==> config.mk <==
export PLATFORM = sky130hd
export DESIGN_NAME = ata_strobe_timer
export DESIGN_NICKNAME = d
export VERILOG_FILES = /design/src/rtl/ata_strobe_timer.sv
export SDC_FILE = /design/constraint.sdc
export NUM_CORES = 1
export LEC_CHECK = 0
export BUFFER_PORTS_ARGS = -buffer_cell sky130_fd_sc_hd__buf_2
export CAP_MARGIN = 20
export CORE_AREA = 5 5 47 90
export CTS_BUF_LIST = sky130_fd_sc_hd__clkbuf_16
export DETAILED_ROUTE_END_ITERATION = 7
export DIE_AREA = 0 0 52 95
export PLACE_DENSITY = 0.5
export SLEW_MARGIN = 20
export SYNTH_ARGS = -nofsm -noshare
export SYNTH_HDL_FRONTEND = slang
export SYNTH_SLANG_ARGS = --single-unit
==> constraint.sdc <==
create_clock -name clk -period 2.89 [get_ports clk]
set_clock_uncertainty 0.2 [all_clocks]
set_input_delay 0.289 -clock clk [delete_from_list [all_inputs] [get_ports clk]]
set_output_delay 0.289 -clock clk [all_outputs]
set_load 0.005 [all_outputs]
==> src/rtl/ata_strobe_timer.sv <==
module ata_strobe_timer #(
  parameter int ADDR_W = 8,
  parameter int DATA_W = 8,
  parameter logic [ADDR_W-1:0] CTRL_ADDR = 8'h2F,
  parameter int MIN_TICKS = 3,
  parameter int FIELD_W = 2,
  parameter int DLY_LSB = 6,
  parameter int WID_LSB = 4,
  parameter int MAP_BIT = 3
) (
  input  logic              clk,
  input  logic              rst_n,
  input  logic              reg_wr,
  input  logic [ADDR_W-1:0] reg_addr,
  input  logic [DATA_W-1:0] reg_wdata,
  input  logic              req,
  input  logic              req_write,
  input  logic              req_mem,
  input  logic              dev_rdy,
  output logic              busy,
  output logic              done,
  output logic              io_rd,
  output logic              io_wr,
  output logic              mem_rd,
  output logic              mem_wr
);

  localparam int CNT_W = $clog2(MIN_TICKS + (1 << FIELD_W)) + 1;

  typedef enum logic [1:0] {IDLE, WAIT, HOLD} state_t;

  state_t             st;
  logic               tick;
  logic [FIELD_W-1:0] dly_cfg, wid_cfg, wid_q;
  logic               map_cfg;
  logic [CNT_W-1:0]   cnt;
  logic               act_wr, act_io, done_q;
  logic               accept, on;
  logic [DATA_W-1:0]  unused_wdata;

  assign unused_wdata = reg_wdata;
  assign accept = (st == IDLE) && req;
  assign on     = (st == HOLD);
  assign busy   = (st != IDLE);
  assign done   = done_q;
  assign io_rd  = on &  act_io & ~act_wr;
  assign io_wr  = on &  act_io &  act_wr;
  assign mem_rd = on & ~act_io & ~act_wr;
  assign mem_wr = on & ~act_io &  act_wr;

  always_ff @(posedge clk or negedge rst_n)
    if (!rst_n) tick <= 1'b0;
    else        tick <= ~tick;

  always_ff @(posedge clk or negedge rst_n)
    if (!rst_n) begin
      dly_cfg <= '0;
      wid_cfg <= '0;
      map_cfg <= 1'b0;
    end else if (reg_wr && reg_addr == CTRL_ADDR) begin
      dly_cfg <= reg_wdata[DLY_LSB +: FIELD_W];
      wid_cfg <= reg_wdata[WID_LSB +: FIELD_W];
      map_cfg <= reg_wdata[MAP_BIT];
    end

  always_ff @(posedge clk or negedge rst_n)
    if (!rst_n) begin
      st     <= IDLE;
      cnt    <= '0;
      wid_q  <= '0;
      act_wr <= 1'b0;
      act_io <= 1'b0;
      done_q <= 1'b0;
    end else begin
      done_q <= 1'b0;
      case (st)
        IDLE: if (accept) begin
          st     <= WAIT;
          cnt    <= CNT_W'(dly_cfg);
          wid_q  <= wid_cfg;
          act_wr <= req_write;
          act_io <= ~req_mem | map_cfg;
        end
        WAIT: if (tick) begin
          if (cnt == '0) begin
            st  <= HOLD;
            cnt <= CNT_W'(MIN_TICKS - 1) + CNT_W'(wid_q);
          end else begin
            cnt <= cnt - 1'b1;
          end
        end
        HOLD: if (tick) begin
          if (cnt != '0) begin
            cnt <= cnt - 1'b1;
          end else if (dev_rdy) begin
            st     <= IDLE;
            done_q <= 1'b1;
          end
        end
        default: st <= IDLE;
      endcase
    end

endmodule

After elaboration in Yosys (flattened, before gate mapping). Index checks and enable logic that the tools add are counted.

Flip-flop bits (word level): 17. Bits of input ports: 23. Output and inout port bits: 6. Word-level logic and storage cells: 60.

Add/subtract/negate cells: 2. Equal/unequal tests: 10. Multiplexer cells: 17. Bitwise logic cells: 11. Reduce and logical (&&, ||, !) cells: 10.

Operator list (count): 4-bit two-way mux (5); 2-bit two-way mux (6); 2-bit != test, second input constant (6); 4-bit one-hot mux with 3 select lines (1); 8-bit by 6-bit == test with 1-bit output, second input constant (1); 1-bit bitwise AND (6); 2-bit one-hot mux with 3 select lines (1); 6-bit AND reduction (1); 5-bit AND reduction (1); 4-bit logical NOT (1); 1-bit two-way mux (4); 1-bit inverter (4); 4-bit nonzero test (1); 4-bit by 1-bit subtractor with 4-bit output, second input constant (1); 2-bit by 2-bit adder with 3-bit output, first input constant (1); 3-bit nonzero test (1); 2-bit by 1-bit == test with 1-bit output, second input constant (1); 2-bit == test, second input constant (1); 1-bit logical AND (2); 2-bit logical NOT (1); 2-bit by 1-bit != test with 1-bit output, second input constant (1); 2-bit AND reduction (1); 2-bit nonzero test (1); 1-bit bitwise OR (1).

Longest topological paths before layout.
Word-level depth: 4. Depth in mapped cells: 6. Mapped depth without buffers: 6.

Worst setup path after synthesis. Ideal clock, no wire load.

Path type: register to register. Start: register cnt[0]. End: register st[0]. Setup time: 0.125 ns. Arrival time: 1.607 ns. Data required time: 2.565 ns. Slack: 0.958 ns. Cell stages (with the launch flop): 7. Buffers on the path: 0. Clock period less this slack: 1.932 ns. Cell sequence: dfrtp_1 > inv_1 > ha_1 > or3b_4 > a21oi_2 > o221ai_2 > mux2_4.

Word-level cells in the longest chain between the ends: 3.

Ends and longest elaborated chain: start: declaration (RTL line 36) `logic [CNT_W-1:0] cnt;`; start signal: assignment (RTL line 79) `cnt <= CNT_W'(dly_cfg);`; start signal: assignment (RTL line 87) `cnt <= CNT_W'(MIN_TICKS - 1) + CNT_W'(wid_q);`; start signal: assignment (RTL line 89) `cnt <= cnt - 1'b1;`; 4-bit logical NOT / 4-bit nonzero test (equally long branches) (RTL line 85, 93); 2-bit != test (no source line); 6-bit AND reduction (no source line) (*); end signal: assignment (RTL line 86) `st <= HOLD;`; end signal: assignment (RTL line 96) `st <= IDLE;`; end signal: assignment (RTL line 100) `default: st <= IDLE;`; end: declaration (RTL line 32) `state_t st;`.

Every way passes the cells marked *; elsewhere a longest branch is shown, timed or not. A chain may end at the register's enable or synchronous reset.

Final worst setup path.
Start: register st[0]. End: output port io_rd.

Word-level cells in the longest chain between the ends: 3.

Ends and longest elaborated chain: start signal: assignment (RTL line 68) `st <= IDLE;`; start signal: assignment (RTL line 78) `st <= WAIT;`; start signal: assignment (RTL line 86); 2-bit == test (RTL line 43) `assign on = (st == HOLD);`; 1-bit bitwise AND (2 in series) (RTL line 46) `assign io_rd = on & act_io & ~act_wr;`; end: declaration (RTL line 22) `output logic io_rd,`.

Every way passes these cells.

==> out/metrics.cfg <==
[synthesis]
yosysTopAreaCell=dfrtp_1
synthAdderAreaFrac=0.08861
avgSynthCellArea_sq_um=11.23
yosys.area_share.simple=0.1671
synth_mux_area_frac=0.1380
synth_top_family_by_area=simple AND/OR/NAND/NOR gates
synth_ff_type=dfrtp_1
synth_compound_area_frac=0.1380
ys_ff_latch=17
seq_area_frac_synth=0.4304
synth_xor_area_frac=0
ys_warn_count=0
netlist_instances=88
mappedNetlistArea_sq_um=988.4
synth_top_area_frac=0.4304
synth_edf_count=0
ys_async_sr_fraction=1.000
synthTopCellsByArea=dfrtp_1, ha_1, mux2_1
syn_nets=118
ys_types=36

[clocking]
cts_tree=done
postCtsSetupBuffers=0
clockBufferDepth=2
cts-htree-levels=1
clk_pin_slew_ns=0.05
cts-hold-fix-buffers=1
cts_root_buf=clkbuf_16
cts_made_buffers=3
clk_latency_ns=0.25
cts_resized=0
cts_num_sinks=17

[route]
drc=0
wl_per_cell_microns=11.80
first_pass_iters=4
vias=757
viasPerCell=4.533
antenna_left=0
first_iter_violations=17
routed_wl_microns=1971

[sta]
fin_crit_sh=0.7224
rsz0062_at_grt=false
worst_slew_pin_slew_ns=0.4076
finalSetupViolations=0
slew_headroom=0.7271
tns_ns=0
max_freq_mhz=479.0
final_max_slew_viol_count=0
finalWorstSetupSlack_ns=0.8022
final.min_clock_period_ns=2.088
hold_viol_final=0

[final_layout]
syn_to_final_growth_pct=27.97
fin_area_sq_um=1265
drive_gt1_frac=0.3475
n_antenna_cell=0
final_nets=149
instances_no_fill=167

[global_routing]
grt_max_degree=18
grt_first_pass_wirelength_microns=3505
antenna_found_initial=0
track_usage=0.09262
overflow=0
first_global_vias=810

[placement]
post-place-ws_ns=0.8411
dp_hpwl_microns=1580
port_buffers=25
place_area_sq_um=1175
gp_congestion=0.8075
placedCellCount=162

[worst_setup_path]
crit_path_end_kind=output port
crit_path_max_fanout=8
required_ns=2.40
critPathKind=reg -> out
r2r_slack_ns=0.83
crit_arrival_ns=1.60
critPathLaunchType=flip-flop

[die]
die_area_sq_um=4940
rows=31
die_w_microns=52
start_util=0.2800
io_pins=29
core_area_sq_um=3530
dieHeight_microns=95

[power]
pwr-share-clk=0.240
power_leakage_nw=0.6412
intPower_mw=0.7364
power.net_switching_mw=0.4284
power_frac_seq=0.290
switching_share=0.3678
share_comb_of_total_power=0.470
ir_worst_vdd_mv=0.4011
power_density_nw_per_um2=920.8

[run_status]
status=completed

[job]
maxCapViolations=0

[min_path]
hp-class=in -> reg

==> power by group through the flow <==
stage	Clock, mW	Combinational, mW	Sequential (mW)
floorplan	0	0.427	0.329
global placement	0	0.557	0.340
detailed placement	0	0.548	0.341
CTS	0.287	0.552	0.338
global route	0.298	0.616	0.346
finish	0.280	0.548	0.337
==> kinds of logic (layout without fill, tap and decap cells) <==
family | Yosys count | in the layout
AO/OA/AOI/OAI | 18 | 18
adder cells (fa/ha/maj) | 7 | 7
buffers and inverters | 10 | 40
flip-flops | 17 | 17
multiplexers | 12 | 12
AND/OR/NAND/NOR | 24 | 24
==> cell type report <==
class	count	area, sq um
timing repair buffer	26	135.1
tap	49	61.31
inverter	10	37.54
clock inverter	1	5.005
fill	363	2265
multi-input combinational	61	525.5
clock buffer	3	75.07
sequential	17	425.4
==> worst max-delay path, cell delays in order, from the launching register on <==
cell and delay (ns):
dfrtp_1 0.41, inv_1 0.12, ha_1 0.35, inv_2 0.11, nor3b_1 0.21, buf_2 0.15
==> state kept, by name, summed over array words and instances (netlist names) <==
| register | count |
|---|---|
| st | 2 |
| act_wr | 1 |
| wid_q | 2 |
| map_cfg | 1 |
| cnt | 4 |
| dly_cfg | 2 |
| done | 1 |
| act_io | 1 |
| wid_cfg | 2 |
| tick | 1 |
==> layout by cell type (no fill, tap or decap), types with 2 or more instances in the layout <==
master / count
and3_1: 2
buf_2: 25
clkbuf_16: 3
dfrtp_1: 17
ha_1: 7
inv_1: 8
inv_2: 2
mux2_1: 7
mux2_2: 2
mux2i_1: 2
nand2_1: 4
nand3_1: 2
nor2_1: 2
nor3b_1: 2
o21ai_0: 4
o21ai_1: 2
o21bai_1: 2
o22ai_1: 2
or3_1: 2
==> cell usage after synthesis, drive strengths merged (2+ instances only) <==
cell type,n
o21bai,2
nand3,2
or3,2
ha,7
nor3b,2
o21ai,6
mux2,10
nand2,4
o22ai,2
dfrtp,17
mux2i,2
nor2,2
inv,10
and3,3
==> metal layers <==
metal,track usage,wire [microns]
met5,0,0
met3,0.02370,122
met4,0.05252,30
met2,0.1397,947
met1,0.1171,870
==> per-stage QoR <==
| stage | total power [mW] | hold slack (ns) | util |
|---|---|---|---|
| 2_1_floorplan | 0.7564 | -0.2066 | - |
| 3_3_place_gp | 0.8967 | 0.04130 | 0.3329 |
| 3_5_place_dp | 0.8892 | 0.04205 | 0.3329 |
| 4_1_cts | 1.177 | 0.05180 | 0.3584 |
| 5_1_grt | 1.259 | 0.05879 | 0.3584 |
| 6_report | 1.165 | 0.05269 | 0.3584 |
==> final timing paths <==
path / startpoint / endpoint / depth (start not counted)
setup reg to reg: cnt[0]$_DFFE_PN0P_ / st[0]$_DFFE_PN0P_ / 6
min in group asynchronous: rst_n / tick$_DFF_PN0_ / 2
setup / recovery: st[0]$_DFFE_PN0P_ / io_rd / 5
hold reg to reg: wid_cfg[1]$_DFFE_PN0P_ / wid_cfg[1]$_DFFE_PN0P_ / 1
max in group asynchronous: rst_n / cnt[0]$_DFFE_PN0P_ / 2
hold / removal: reg_wdata[5] / wid_cfg[1]$_DFFE_PN0P_ / 2
(Power assumes the default switching activity.)
